File: src/rtl/alu16_pkg.sv
package alu16_pkg;
  localparam int OP_W   = 4;
  localparam int FLAG_W = 3;
  localparam int FLG_ZERO = 2;
  localparam int FLG_SIGN = 1;
  localparam int FLG_OVF  = 0;

  typedef enum logic [OP_W-1:0] {
    OP_LOAD  = 4'd0,
    OP_ADDS  = 4'd1,
    OP_SUBS  = 4'd2,
    OP_ADDU  = 4'd3,
    OP_SUBU  = 4'd4,
    OP_AND   = 4'd5,
    OP_OR    = 4'd6,
    OP_XOR   = 4'd7,
    OP_CMPS  = 4'd8,
    OP_CMPU  = 4'd9
  } alu_op_e;

  typedef enum logic [1:0] {
    BW_PASS = 2'd0,
    BW_AND  = 2'd1,
    BW_OR   = 2'd2,
    BW_XOR  = 2'd3
  } bw_sel_e;

  typedef struct packed {
    logic    valid;
    logic    is_arith;
    logic    is_sub;
    logic    is_signed;
    logic    is_cmp;
    bw_sel_e bw_sel;
  } alu_ctrl_t;
endpackage

File: src/rtl/alu16_decode.sv
module alu16_decode
  import alu16_pkg::*;
(
  input  logic [OP_W-1:0] op,
  output alu_ctrl_t       ctrl
);
  always_comb begin
    ctrl = '0;
    ctrl.bw_sel = BW_PASS;
    case (alu_op_e'(op))
      OP_LOAD: begin ctrl.valid = 1'b1; ctrl.bw_sel = BW_PASS; end
      OP_ADDS: begin ctrl.valid = 1'b1; ctrl.is_arith = 1'b1; ctrl.is_signed = 1'b1; end
      OP_SUBS: begin ctrl.valid = 1'b1; ctrl.is_arith = 1'b1; ctrl.is_signed = 1'b1; ctrl.is_sub = 1'b1; end
      OP_ADDU: begin ctrl.valid = 1'b1; ctrl.is_arith = 1'b1; end
      OP_SUBU: begin ctrl.valid = 1'b1; ctrl.is_arith = 1'b1; ctrl.is_sub = 1'b1; end
      OP_AND:  begin ctrl.valid = 1'b1; ctrl.bw_sel = BW_AND; end
      OP_OR:   begin ctrl.valid = 1'b1; ctrl.bw_sel = BW_OR; end
      OP_XOR:  begin ctrl.valid = 1'b1; ctrl.bw_sel = BW_XOR; end
      OP_CMPS: begin ctrl.valid = 1'b1; ctrl.is_arith = 1'b1; ctrl.is_signed = 1'b1; ctrl.is_sub = 1'b1; ctrl.is_cmp = 1'b1; end
      OP_CMPU: begin ctrl.valid = 1'b1; ctrl.is_arith = 1'b1; ctrl.is_sub = 1'b1; ctrl.is_cmp = 1'b1; end
      default: ctrl = '0;
    endcase
  end
endmodule

File: src/rtl/alu16_addsub.sv
module alu16_addsub #(
  parameter int WIDTH = 16
) (
  input  logic [WIDTH-1:0] a,
  input  logic [WIDTH-1:0] b,
  input  logic             sub,
  output logic [WIDTH-1:0] sum,
  output logic             carry,
  output logic             sovf
);
  localparam int MSB = WIDTH - 1;
  logic [WIDTH:0] ext;

  always_comb begin
    if (sub) ext = {1'b0, a} - {1'b0, b};
    else     ext = {1'b0, a} + {1'b0, b};
    sum   = ext[MSB:0];
    carry = ext[WIDTH];
    if (sub) sovf = (a[MSB] != b[MSB]) && (ext[MSB] != a[MSB]);
    else     sovf = (a[MSB] == b[MSB]) && (ext[MSB] != a[MSB]);
  end
endmodule

File: src/rtl/alu16_bitwise.sv
module alu16_bitwise
  import alu16_pkg::*;
#(
  parameter int WIDTH = 16
) (
  input  logic [WIDTH-1:0] a,
  input  logic [WIDTH-1:0] b,
  input  bw_sel_e          sel,
  output logic [WIDTH-1:0] y
);
  for (genvar i = 0; i < WIDTH; i++) begin : g_bit
    always_comb begin
      case (sel)
        BW_AND:  y[i] = a[i] & b[i];
        BW_OR:   y[i] = a[i] | b[i];
        BW_XOR:  y[i] = a[i] ^ b[i];
        default: y[i] = b[i];
      endcase
    end
  end
endmodule

File: src/rtl/alu16_flagcalc.sv
module alu16_flagcalc
  import alu16_pkg::*;
#(
  parameter int WIDTH = 16
) (
  input  logic [WIDTH-1:0]  res,
  input  logic              is_arith,
  input  logic              is_signed,
  input  logic              carry,
  input  logic              sovf,
  output logic [FLAG_W-1:0] nxt
);
  localparam int MSB = WIDTH - 1;

  always_comb begin
    nxt = '0;
    nxt[FLG_ZERO] = (res == '0);
    if (!is_arith) begin
      nxt[FLG_SIGN] = res[MSB];
      nxt[FLG_OVF]  = 1'b0;
    end else if (is_signed) begin
      nxt[FLG_SIGN] = res[MSB];
      nxt[FLG_OVF]  = sovf;
    end else begin
      nxt[FLG_SIGN] = 1'b0;
      nxt[FLG_OVF]  = carry;
    end
  end
endmodule

File: src/rtl/alu16_flagged.sv
module alu16_flagged
  import alu16_pkg::*;
#(
  parameter int WIDTH = 16
) (
  input  logic                  clk,
  input  logic                  rst,
  input  logic [WIDTH-1:0]      a,
  input  logic [WIDTH-1:0]      b,
  input  logic [3:0]            op,
  input  logic                  flag_we,
  output logic [WIDTH-1:0]      result,
  output logic                  wb_en,
  output logic [2:0]            flags
);
  alu_ctrl_t         ctrl;
  logic [WIDTH-1:0]  arith_y;
  logic [WIDTH-1:0]  bw_y;
  logic              carry;
  logic              sovf;
  logic [FLAG_W-1:0] nxt_flags;

  alu16_decode u_dec (.op(op), .ctrl(ctrl));

  alu16_addsub #(.WIDTH(WIDTH)) u_arith (
    .a(a), .b(b), .sub(ctrl.is_sub),
    .sum(arith_y), .carry(carry), .sovf(sovf)
  );

  alu16_bitwise #(.WIDTH(WIDTH)) u_bw (
    .a(a), .b(b), .sel(ctrl.bw_sel), .y(bw_y)
  );

  always_comb begin
    if (!ctrl.valid)        result = '0;
    else if (ctrl.is_arith) result = arith_y;
    else                    result = bw_y;
    wb_en = ctrl.valid & ~ctrl.is_cmp;
  end

  alu16_flagcalc #(.WIDTH(WIDTH)) u_fc (
    .res(result), .is_arith(ctrl.is_arith), .is_signed(ctrl.is_signed),
    .carry(carry), .sovf(sovf), .nxt(nxt_flags)
  );

  always_ff @(posedge clk) begin
    if (rst)                         flags <= '0;
    else if (flag_we && ctrl.valid)  flags <= nxt_flags;
  end
endmodule

File: config.mk
export PLATFORM = sky130hd
export DESIGN_NAME = alu16_flagged
export DESIGN_NICKNAME = d
export VERILOG_FILES = /design/src/rtl/alu16_pkg.sv /design/src/rtl/alu16_decode.sv /design/src/rtl/alu16_addsub.sv /design/src/rtl/alu16_bitwise.sv /design/src/rtl/alu16_flagcalc.sv /design/src/rtl/alu16_flagged.sv
export SDC_FILE = /design/constraint.sdc
export NUM_CORES = 1
export LEC_CHECK = 0
export ABC_AREA = 1
export ABC_CLOCK_PERIOD_IN_PS = 7730
export BUFFER_PORTS_ARGS = -buffer_cell sky130_fd_sc_hd__clkbuf_2
export CAP_MARGIN = 40
export CORE_ASPECT_RATIO = 1.5
export CORE_MARGIN = 1.5
export CORE_UTILIZATION = 38
export CTS_CLUSTER_DIAMETER = 150
export DETAILED_ROUTE_END_ITERATION = 10
export PLACE_DENSITY = 0.63
export SYNTH_ARGS = -nofsm -noshare
export SYNTH_HDL_FRONTEND = slang
export SYNTH_SLANG_ARGS = --single-unit
File: constraint.sdc
create_clock -name clk -period 7.73 [get_ports clk]
set_input_delay 0.3865 -clock clk [delete_from_list [all_inputs] [get_ports clk]]
set_output_delay 0.3865 -clock clk [all_outputs]
set_load 0.03 [all_outputs]
== After elaboration in Yosys (flattened, before gate mapping) ==
Cells that the tools add are included.

* Add/subtract/negate cells: 2
* Mux-type cells: 28
* Equal/unequal tests: 15
* Reductions and logical operators: 10
* Bitwise gates (word level): 50

{| class="wikitable"
|+ Operators with widths
! operator !! count
|-
| one-hot mux 1 bit (3 select lines) || 16
|-
| 2-to-1 mux 16 bit || 2
|-
| adder 16 x 16 -> 17 bit || 1
|-
| bitwise AND 1 bit || 17
|-
| 2-to-1 mux 17 bit || 1
|-
| subtractor 16 x 16 -> 17 bit || 1
|-
| == test 4 x 3 -> 1 bit (second input constant) || 4
|-
| logical NOT 16 bit || 1
|-
| OR 1 bit || 16
|-
| XOR 1 bit || 16
|-
| OR reduction 10 bit || 1
|-
| == test 4 x 2 -> 1 bit (second input constant) || 2
|-
| == test 4 bit (second input constant) || 2
|-
| 2-to-1 mux 1 bit || 6
|-
| one-hot mux 2 bit (3 select lines) || 1
|-
| OR reduction 6 bit || 1
|-
| == test 2 bit (second input constant) || 2
|-
| == test 4 x 1 -> 1 bit (second input constant) || 1
|-
| logical NOT 4 bit || 1
|-
| 2-to-1 mux 2 bit || 2
|-
| OR reduction 4 bit || 1
|-
| logical AND 1 bit || 3
|-
| OR reduction 3 bit || 1
|-
| == test 2 x 1 -> 1 bit (second input constant) || 1
|-
| other kinds (4) || 5
|}

* Logic and storage cells: 106
* Bits in registers: 3
* Bits of input ports: 39

== Logic depth before layout (Yosys ltp) ==
Gate-level depths: netlist of the first run.

* Depth after elaboration: 9
* Depth in mapped cells: 25
* Depth with buffers taken out: 25

== Modules after synthesis ==
A second synthesis of the first run with hierarchy kept.

* Cells, all modules: 555
* Area, all modules: 3060.4 sq um

{| class="wikitable"
|+ Modules (own cells, without submodules)
! module !! times used !! cells an instance !! seq. area each (sq um) !! area each (sq um)
|-
| alu16_addsub || 1 || 255 || 0.0 || 1392.6
|-
| alu16_bitwise || 1 || 172 || 0.0 || 1077.3
|-
| alu16_flagged || 1 || 74 || 60.1 || 364.1
|-
| alu16_flagcalc || 1 || 32 || 0.0 || 130.1
|-
| alu16_decode || 1 || 22 || 0.0 || 96.3
|}

== Worst setup path after synthesis of the first run ==
Ideal clock, no wire load.

* Path kind: input -> output
* Start point: input port b[1]
* End point: output port result[15]
* Cell stages on the path: 19
* Path buffers: 0
* Arrival time: 2741 ps
* Slack: 4603 ps
* Path through: inv_1 -> ha_1 -> nand2_1 -> nor2_1 -> nand2_1 -> nor4_1 -> nand3_1 -> o21ai_0 -> xor2_1 -> ha_1 -> inv_1 -> nor3_1 -> and2_1 -> nand2_1 -> nand2_1 -> nand2_1 -> nand3_1 -> nand2_1 -> inv_1

* Cells in the longest elaborated chain, start to end: 4

{| class="wikitable"
|+ Ends and longest elaborated chain
! item !! line !! text
|-
| start, declared || alu16_flagged.sv:9 || <nowiki>input logic [WIDTH-1:0] b,</nowiki>
|-
| adder 16 x 16 -> 17 bit / subtractor 16 x 16 -> 17 bit (equally long branches) || alu16_addsub.sv:16, alu16_addsub.sv:15 ||
|-
| 2-to-1 mux 17 bit (*) || alu16_addsub.sv:15 || <nowiki>if (sub) ext = {1'b0, a} - {1'b0, b};</nowiki>
|-
| 2-to-1 mux 16 bit (*) || alu16_flagged.sv:36 || <nowiki>else if (ctrl.is_arith) result = arith_y;</nowiki>
|-
| 2-to-1 mux 16 bit (*) || alu16_flagged.sv:35 || <nowiki>if (!ctrl.valid) result = '0;</nowiki>
|-
| end, declared || alu16_flagged.sv:12 || <nowiki>output logic [WIDTH-1:0] result,</nowiki>
|}

Mark *: on every way between the ends. The rest lies on a longest branch, timed or not.

== Final worst setup path of the first run ==
Ends and elaborated chain as after synthesis.

==> run metrics, run 1 <==
mean instance size in the synthesized netlist 5.27 sq um; grt met2 use around 45%; Inserted Clock Buffers 3; Syn. warnings 0; total negative slack 0 ns; leading cell type in the layout, fill and taps excluded nand2_1; net count reported at finish 699; DR pass1 iterations 5; number of ports placed on the die boundary a little under 60; worst reg2reg path startpoint flags[1]; largest net degree at the start of global routing 30; critical path required time 7.34 ns; critical path launch point type primary input; die outline width between 70 and 80 um; most frequent cell on the critical path nand2_1; ranking of synthesized cells by area ha_1 (21%), nand2_1 (20%), inv_1 (14%), nor2_1 (8.8%), nand3_1 (8.6%); Max rail drop VDD 0.0456 mV; most frequent cells in the layout nand2_1 (152), inv_1 (112), nor2_1 (68), clkbuf_2 (58), nand3_1 (50); nature of the critical path endpoint output port; routed via count divided by cell count 4.95; pre-CTS WS 4.06 ns; number of input and output port buffers inserted 58; routed via count ~3500; worst path setup slack after routing 4.02 ns; crit path cell chain clkbuf_2 > inv_1 > ha_1 > nand2_1 > nor2_1 > nand2_1 > nor4_1 > nand3_1 > o21ai_0 > xor2_1 > ha_1 > inv_1 > nor3_1 > and2_1 > nand2_1 > nand2_1 > nand2_1 > nand3_1 > nand2_1 > inv_1 > clkbuf_2; CP Launch Point b[1]; area of the die 0.00818 sq mm; relative max-transition margin 60.0%; pwr/cell area 105 mW/mm^2; GRT Resource Usage Total 23.3%; hold-fix buffers at CTS 0; Sink Count 3; slowest CP cell ha_1; count of final max-slew check failures 0; portion of the post-synthesis area used by sequential elements 2.07%; WP buf/inv 5; overall overflow remaining after global route 0; Worst Min Path Start rst; outcome finished, final reports clean; DRC marker count from the first detailed-route iteration approximately 190; starting density of the core between 30% and 40%; insertion delay to the later sink of the worst-skew pair 0.21 ns; Die Ht 110 um; flip-flop and latch count after synthesis 3; max cap viols 0; antenna violations before repair 0; Largest regs flags: 3 flops; classification of the worst-slack hold path primary input to register; wire length after detailed routing 9270 um; Unique masters post-synth 30; cell class contributing the biggest share of worst-path delay simple AND/OR/NAND/NOR gates; total DRC errors in the routed layout 0; CORE AREA roughly 0.0073 sq mm; CTS max path bufs 2; critical path's largest stage delay 0.34 ns; number of H-tree branching levels 1; final setup violation count 0; Largest register FFs 3; number of antenna-violating nets in the routed design 0; Clock Pin Slew Worst Setup and Hold Paths 0.03 ns; time the final worst path needs with I/O delays and setup 3.71 ns; largest area contributor in the netlist ha_1; RD Place Congestion 0.961; global-route met1 utilization 26.2%; cell count after synthesis about 550; P&R area growth vs syn 14.9%; Worst Tran Pin Value 0.597 ns; final hold violation count 0; cells resized by post-CTS repair 0; global-route track usage on met3 1.64%; Post-Syn Nets 640; Final period util 48.0%; Clock Skew 0 ns; via count of the first global-routing pass 3250; fraction of synthesized cell area taken by the top area cell type a little over a fifth; Setup Buffers After CTS 0; TritonCTS clock tree built; placed wire-length estimate 7950 um; count of inserted antenna diode cells 0; floorplan row count 38; Setup Crit Path Kind primary input to output port; Routed WL per cell 13.1 um; unrepaired setup endpoints after global routing false; routing layer with the top usage in global route met2; data arrival time of the worst path 3.32 ns; peak fanout along the critical path 4; summed instance area of the synthesized netlist slightly below 0.003 sq mm; Static Leakage 0.00210 uW; fraction of final layout cells with drive strength greater than 1 12.6%; cell at the root of the clock tree clkbuf_8; maximum frequency from static timing analysis between 200 and 300 MHz; Biggest register flags; global-route wire length before repair between 10000 and 15000 um
-- kinds of logic (layout without fill, tap and decap cells) --
family / count (synthesis) / in the layout / synth area share (%)
xor+xnor: 16 / 16 / 4.83
simple gates: 298 / 298 / 43.4
flops: 3 / 3 / 2.07
buf+inv: 127 / 185 / 17.2
compound gates: 57 / 57 / 10.7
fa+ha+maj: 50 / 50 / 21.8
-- cell type report --
| class | instances | area [sq um] |
|---|---|---|
| inverter | 120 | 450 |
| clock buffer | 4 | 45.0 |
| tap | 100 | 125 |
| sequential | 3 | 60.1 |
| multi-input combinational | 421 | 2340 |
| fill | 874 | 3990 |
| timing repair buffer | 61 | 313 |
-- worst reg2reg max path, stage by stage (launching register included) --
cell	delay, ns
dfxtp_1	0.32
nand2_1	0.05
a21oi_1	0.14
-- report_power, final --
part | internal (uW) | leakage (uW) | switching [uW]
registers | 16.1 | 0.0000243 | 0.243
logic | 94.4 | 0.00205 | 195
clock network | 35.2 | 0.0000228 | 10.3
-- cells in the mapped netlist, drive strengths merged --
cell / n
nand2: 156
inv: 118
nor2: 70
nand3: 50
ha: 49
a21oi: 37
xor2: 14
o21ai: 12
nor3: 9
buf: 7
nand3b: 7
dfxtp: 3
nand4: 3
o211ai: 3
clkinv: 2
nor4: 2
o31ai: 2
xnor2: 2
and2: 1
fa: 1
o21bai: 1
o22ai: 1
o41ai: 1
-- routing by layer --
layer	wire length [um]	vias to the layer above
met5	0	-
met4	235	0
met3	316	14
met2	5010	93
met1	3710	1573
li1	-	1827
-- worst paths after layout --
kind                            cells past startpoint          to  slack, ns
worst max-delay path                               21  result[15]       4.02
worst min-delay path                                2    flags[2]       0.36
worst max register to register                      2    flags[1]       7.14
worst min register to register                      2    flags[0]       0.47
-- per-stage QoR --
| stage | power [uW] | utilization (%) | hold WS, ns | cells | instance area, sq um |
|---|---|---|---|---|---|
| global placement | 302 | 44.8 | 0.454 | 704 | 3280 |
| global route | 392 | 45.5 | 0.358 | 709 | 3330 |
| CTS | 352 | 45.5 | 0.357 | 709 | 3330 |
| floorplan | 224 | - | 0.449 | 551 | 2900 |
| detailed placement | 305 | 44.9 | 0.462 | 705 | 3290 |
| finish | 351 | 45.5 | 0.360 | 709 | 3330 |
No activity file was read; power rests on OpenSTA's default activity.
==> run 2: changes to the inputs <==
--- a/config.mk
+++ b/config.mk
@@ -6,7 +6,7 @@
 export NUM_CORES = 1
 export LEC_CHECK = 0
 export ABC_AREA = 1
-export ABC_CLOCK_PERIOD_IN_PS = 7730
+export ABC_CLOCK_PERIOD_IN_PS = 3100
 export BUFFER_PORTS_ARGS = -buffer_cell sky130_fd_sc_hd__clkbuf_2
 export CAP_MARGIN = 40
 export CORE_ASPECT_RATIO = 1.5
@@ -14,7 +14,7 @@
 export CORE_UTILIZATION = 38
 export CTS_CLUSTER_DIAMETER = 150
 export DETAILED_ROUTE_END_ITERATION = 10
-export PLACE_DENSITY = 0.63
+export PLACE_DENSITY = 0.65
 export SYNTH_ARGS = -nofsm -noshare
 export SYNTH_HDL_FRONTEND = slang
 export SYNTH_SLANG_ARGS = --single-unit
==> constraint.sdc (replaced) <==
create_clock -name clk -period 3.1 [get_ports clk]
set_input_delay 0.155 -clock clk [delete_from_list [all_inputs] [get_ports clk]]
set_output_delay 0.155 -clock clk [all_outputs]
set_load 0.03 [all_outputs]
==> run 2 against run 1 <==
Compared with the run above:
- power increased to 2.8 times the previous value
- critical path depth did not move
- global-route usage up 0.39 points
- non-clock buffer count increased by 18
- worst setup slack lost 3.9 ns
- combinational power grew to 2.8 times the previous value
- register-to-register slack worse by 4.6 ns
- worst hold slack got worse by 0.24 ns
- cell count rose by 2.5%
- critical path type unchanged
- critical endpoint unchanged
- largest cell class unchanged
==> run metrics, run 2 (synthesis gave the netlist of run 1 again) <==
outcome finished, final reports clean; Inserted Clock Buffers 3; relative max-transition margin 63.4%; peak fanout along the critical path 4; Hold Path End flags[2]; critical path required time roughly 2.9 ns; data arrival time of the worst path 2.81 ns; starting density of the core approximately two fifths; GRT Resource Usage Total 23.7%; Largest register FFs 3; CORE AREA approximately 0.0073 sq mm; routed via count divided by cell count 4.99; final hold violation count 0; area of the die 0.00818 sq mm; placed wire-length estimate between 7000 and 8000 um; DRC marker count from the first detailed-route iteration 180; count of inserted antenna diode cells 0; total negative slack 0 ns; WHS Path Cells 2; worst reg-to-reg setup slack 2.51 ns; Routed WL per cell 13.5 um; Static Leakage ~0.0022 uW; insertion delay to the later sink of the worst-skew pair 0.22 ns; Sink Count 3; number of input and output port buffers inserted 58; wire length after detailed routing about 9800 um; largest net degree at the start of global routing 30; pwr/cell area roughly 260 mW/mm^2; Max rail drop VDD 0.177 mV; P&R area growth vs syn 26.5%; floorplan row count 38; routed via count 3625; Fin Hold WS 0.122 ns; Worst Min Path Start rst; Clock Skew 0 ns; Biggest register flags; overall overflow remaining after global route 0; Setup Crit Path Kind primary input to output port; most frequent cells in the layout nand2_1 (144), inv_1 (106), nor2_1 (65), clkbuf_2 (53), nand3_1 (46); critical path launch point type primary input; nature of the critical path endpoint output port; TritonCTS clock tree built; classification of the worst-slack hold path primary input to register; leading cell type in the layout, fill and taps excluded nand2_1; number of ports placed on the die boundary ~60; total DRC errors in the routed layout 0; reg2reg end flags[0]; worst reg2reg path depth 2; via count of the first global-routing pass roughly 3400; number of H-tree branching levels 1; global-route wire length before repair approximately 15000 um; Clock Pin Slew Worst Setup and Hold Paths 0.03 ns; DR pass1 iterations 4; maximum frequency from static timing analysis 338 MHz; fraction of final layout cells with drive strength greater than 1 21.5%; net count reported at finish 717; time the final worst path needs with I/O delays and setup between 2 and 3 ns; die outline width between 70 and 80 um; final setup violation count 0; max cap viols 0; Layout fillers 795; overall power consumption approximately 970 uW; worst reg2reg path startpoint flags[0]; number of antenna-violating nets in the routed design 0; Die Ht around 110 um; cell at the root of the clock tree clkbuf_8; Final period util between 90% and 100%; Largest regs flags: 3 flops; placed instance area 0.00339 sq mm; RD Place Congestion 1.03; area of all placed cells without fillers 0.00367 sq mm; final design utilization 50.1%; Worst Tran Pin Value 0.547 ns; antenna violations before repair 0; count of final max-slew check failures 0; CTS max path bufs 2
-- run 2: report_power, final --
group          internal (uW)  total [uW]  switching, uW
registers               40.1        40.7          0.603
clock network           88.2         120           31.9
logic                    282         809            527
total                    410         969            560
-- run 2: per-stage QoR --
stage | cells | setup WS, ns
final | 727 | 0.138
after global routing | 727 | -0.0451
after CTS | 723 | 0.0435
after detailed placement | 719 | -0.0434
after global placement | 719 | -0.0153
after floorplan | 551 | 0.273
-- run 2: area by class of cell --
type | instances | area, sq um | area share (%)
Multi-Input combinational cell | 421 | 2520 | 68.6
Inverter | 120 | 450 | 12.3
Timing Repair Buffer | 79 | 472 | 12.8
Clock buffer | 4 | 45.0 | 1.23
Tap cell | 100 | 125 | 3.41
Sequential cell | 3 | 60.1 | 1.64
-- run 2: layer usage --
layer	share of wire [%]	wire length, um	vias to the layer above	GRT usage [%]
met5	0	0	-	0
met4	4.7	463	0	13.5
met3	4.8	474	33	2.45
met2	51	5000	124	42.9
met1	39	3850	1607	26.3
li1	-	-	1861	-
-- run 2: repair_timing --
action	CTS	global route
hold buffers	0	0
hold endpoints to repair	0	0
setup buffers	0	4
gates resized for setup	3	61
pin swaps	0	17
endpoints found under the setup margin	1	11
-- run 2: how the worst max path moves through the flow --
stage / from / endpoint / cells after the start
5_1_grt: b[1] / result[15] / 22
4_1_cts: b[0] / result[15] / 22
6_report: b[1] / result[15] / 21
2_1_floorplan: b[1] / flags[1] / 21
3_3_place_gp: b[1] / result[15] / 20
3_5_place_dp: b[0] / flags[2] / 23
-- run 2: critical path, stage by stage --
cell     delay [ns]
buf_6          0.09
inv_2          0.07
ha_4           0.15
nand2_4        0.05
nor2_4         0.13
nand2_4        0.08
nor4_4         0.32
nand3_1        0.15
o21ai_1        0.16
xor2_1         0.17
ha_1           0.29
inv_2          0.13
nor3_4         0.04
buf_4          0.14
a21oi_2        0.19
nand2_1        0.09
nand2_2        0.09
nand3_2        0.06
nand2_2        0.08
inv_2          0.04
buf_6          0.13
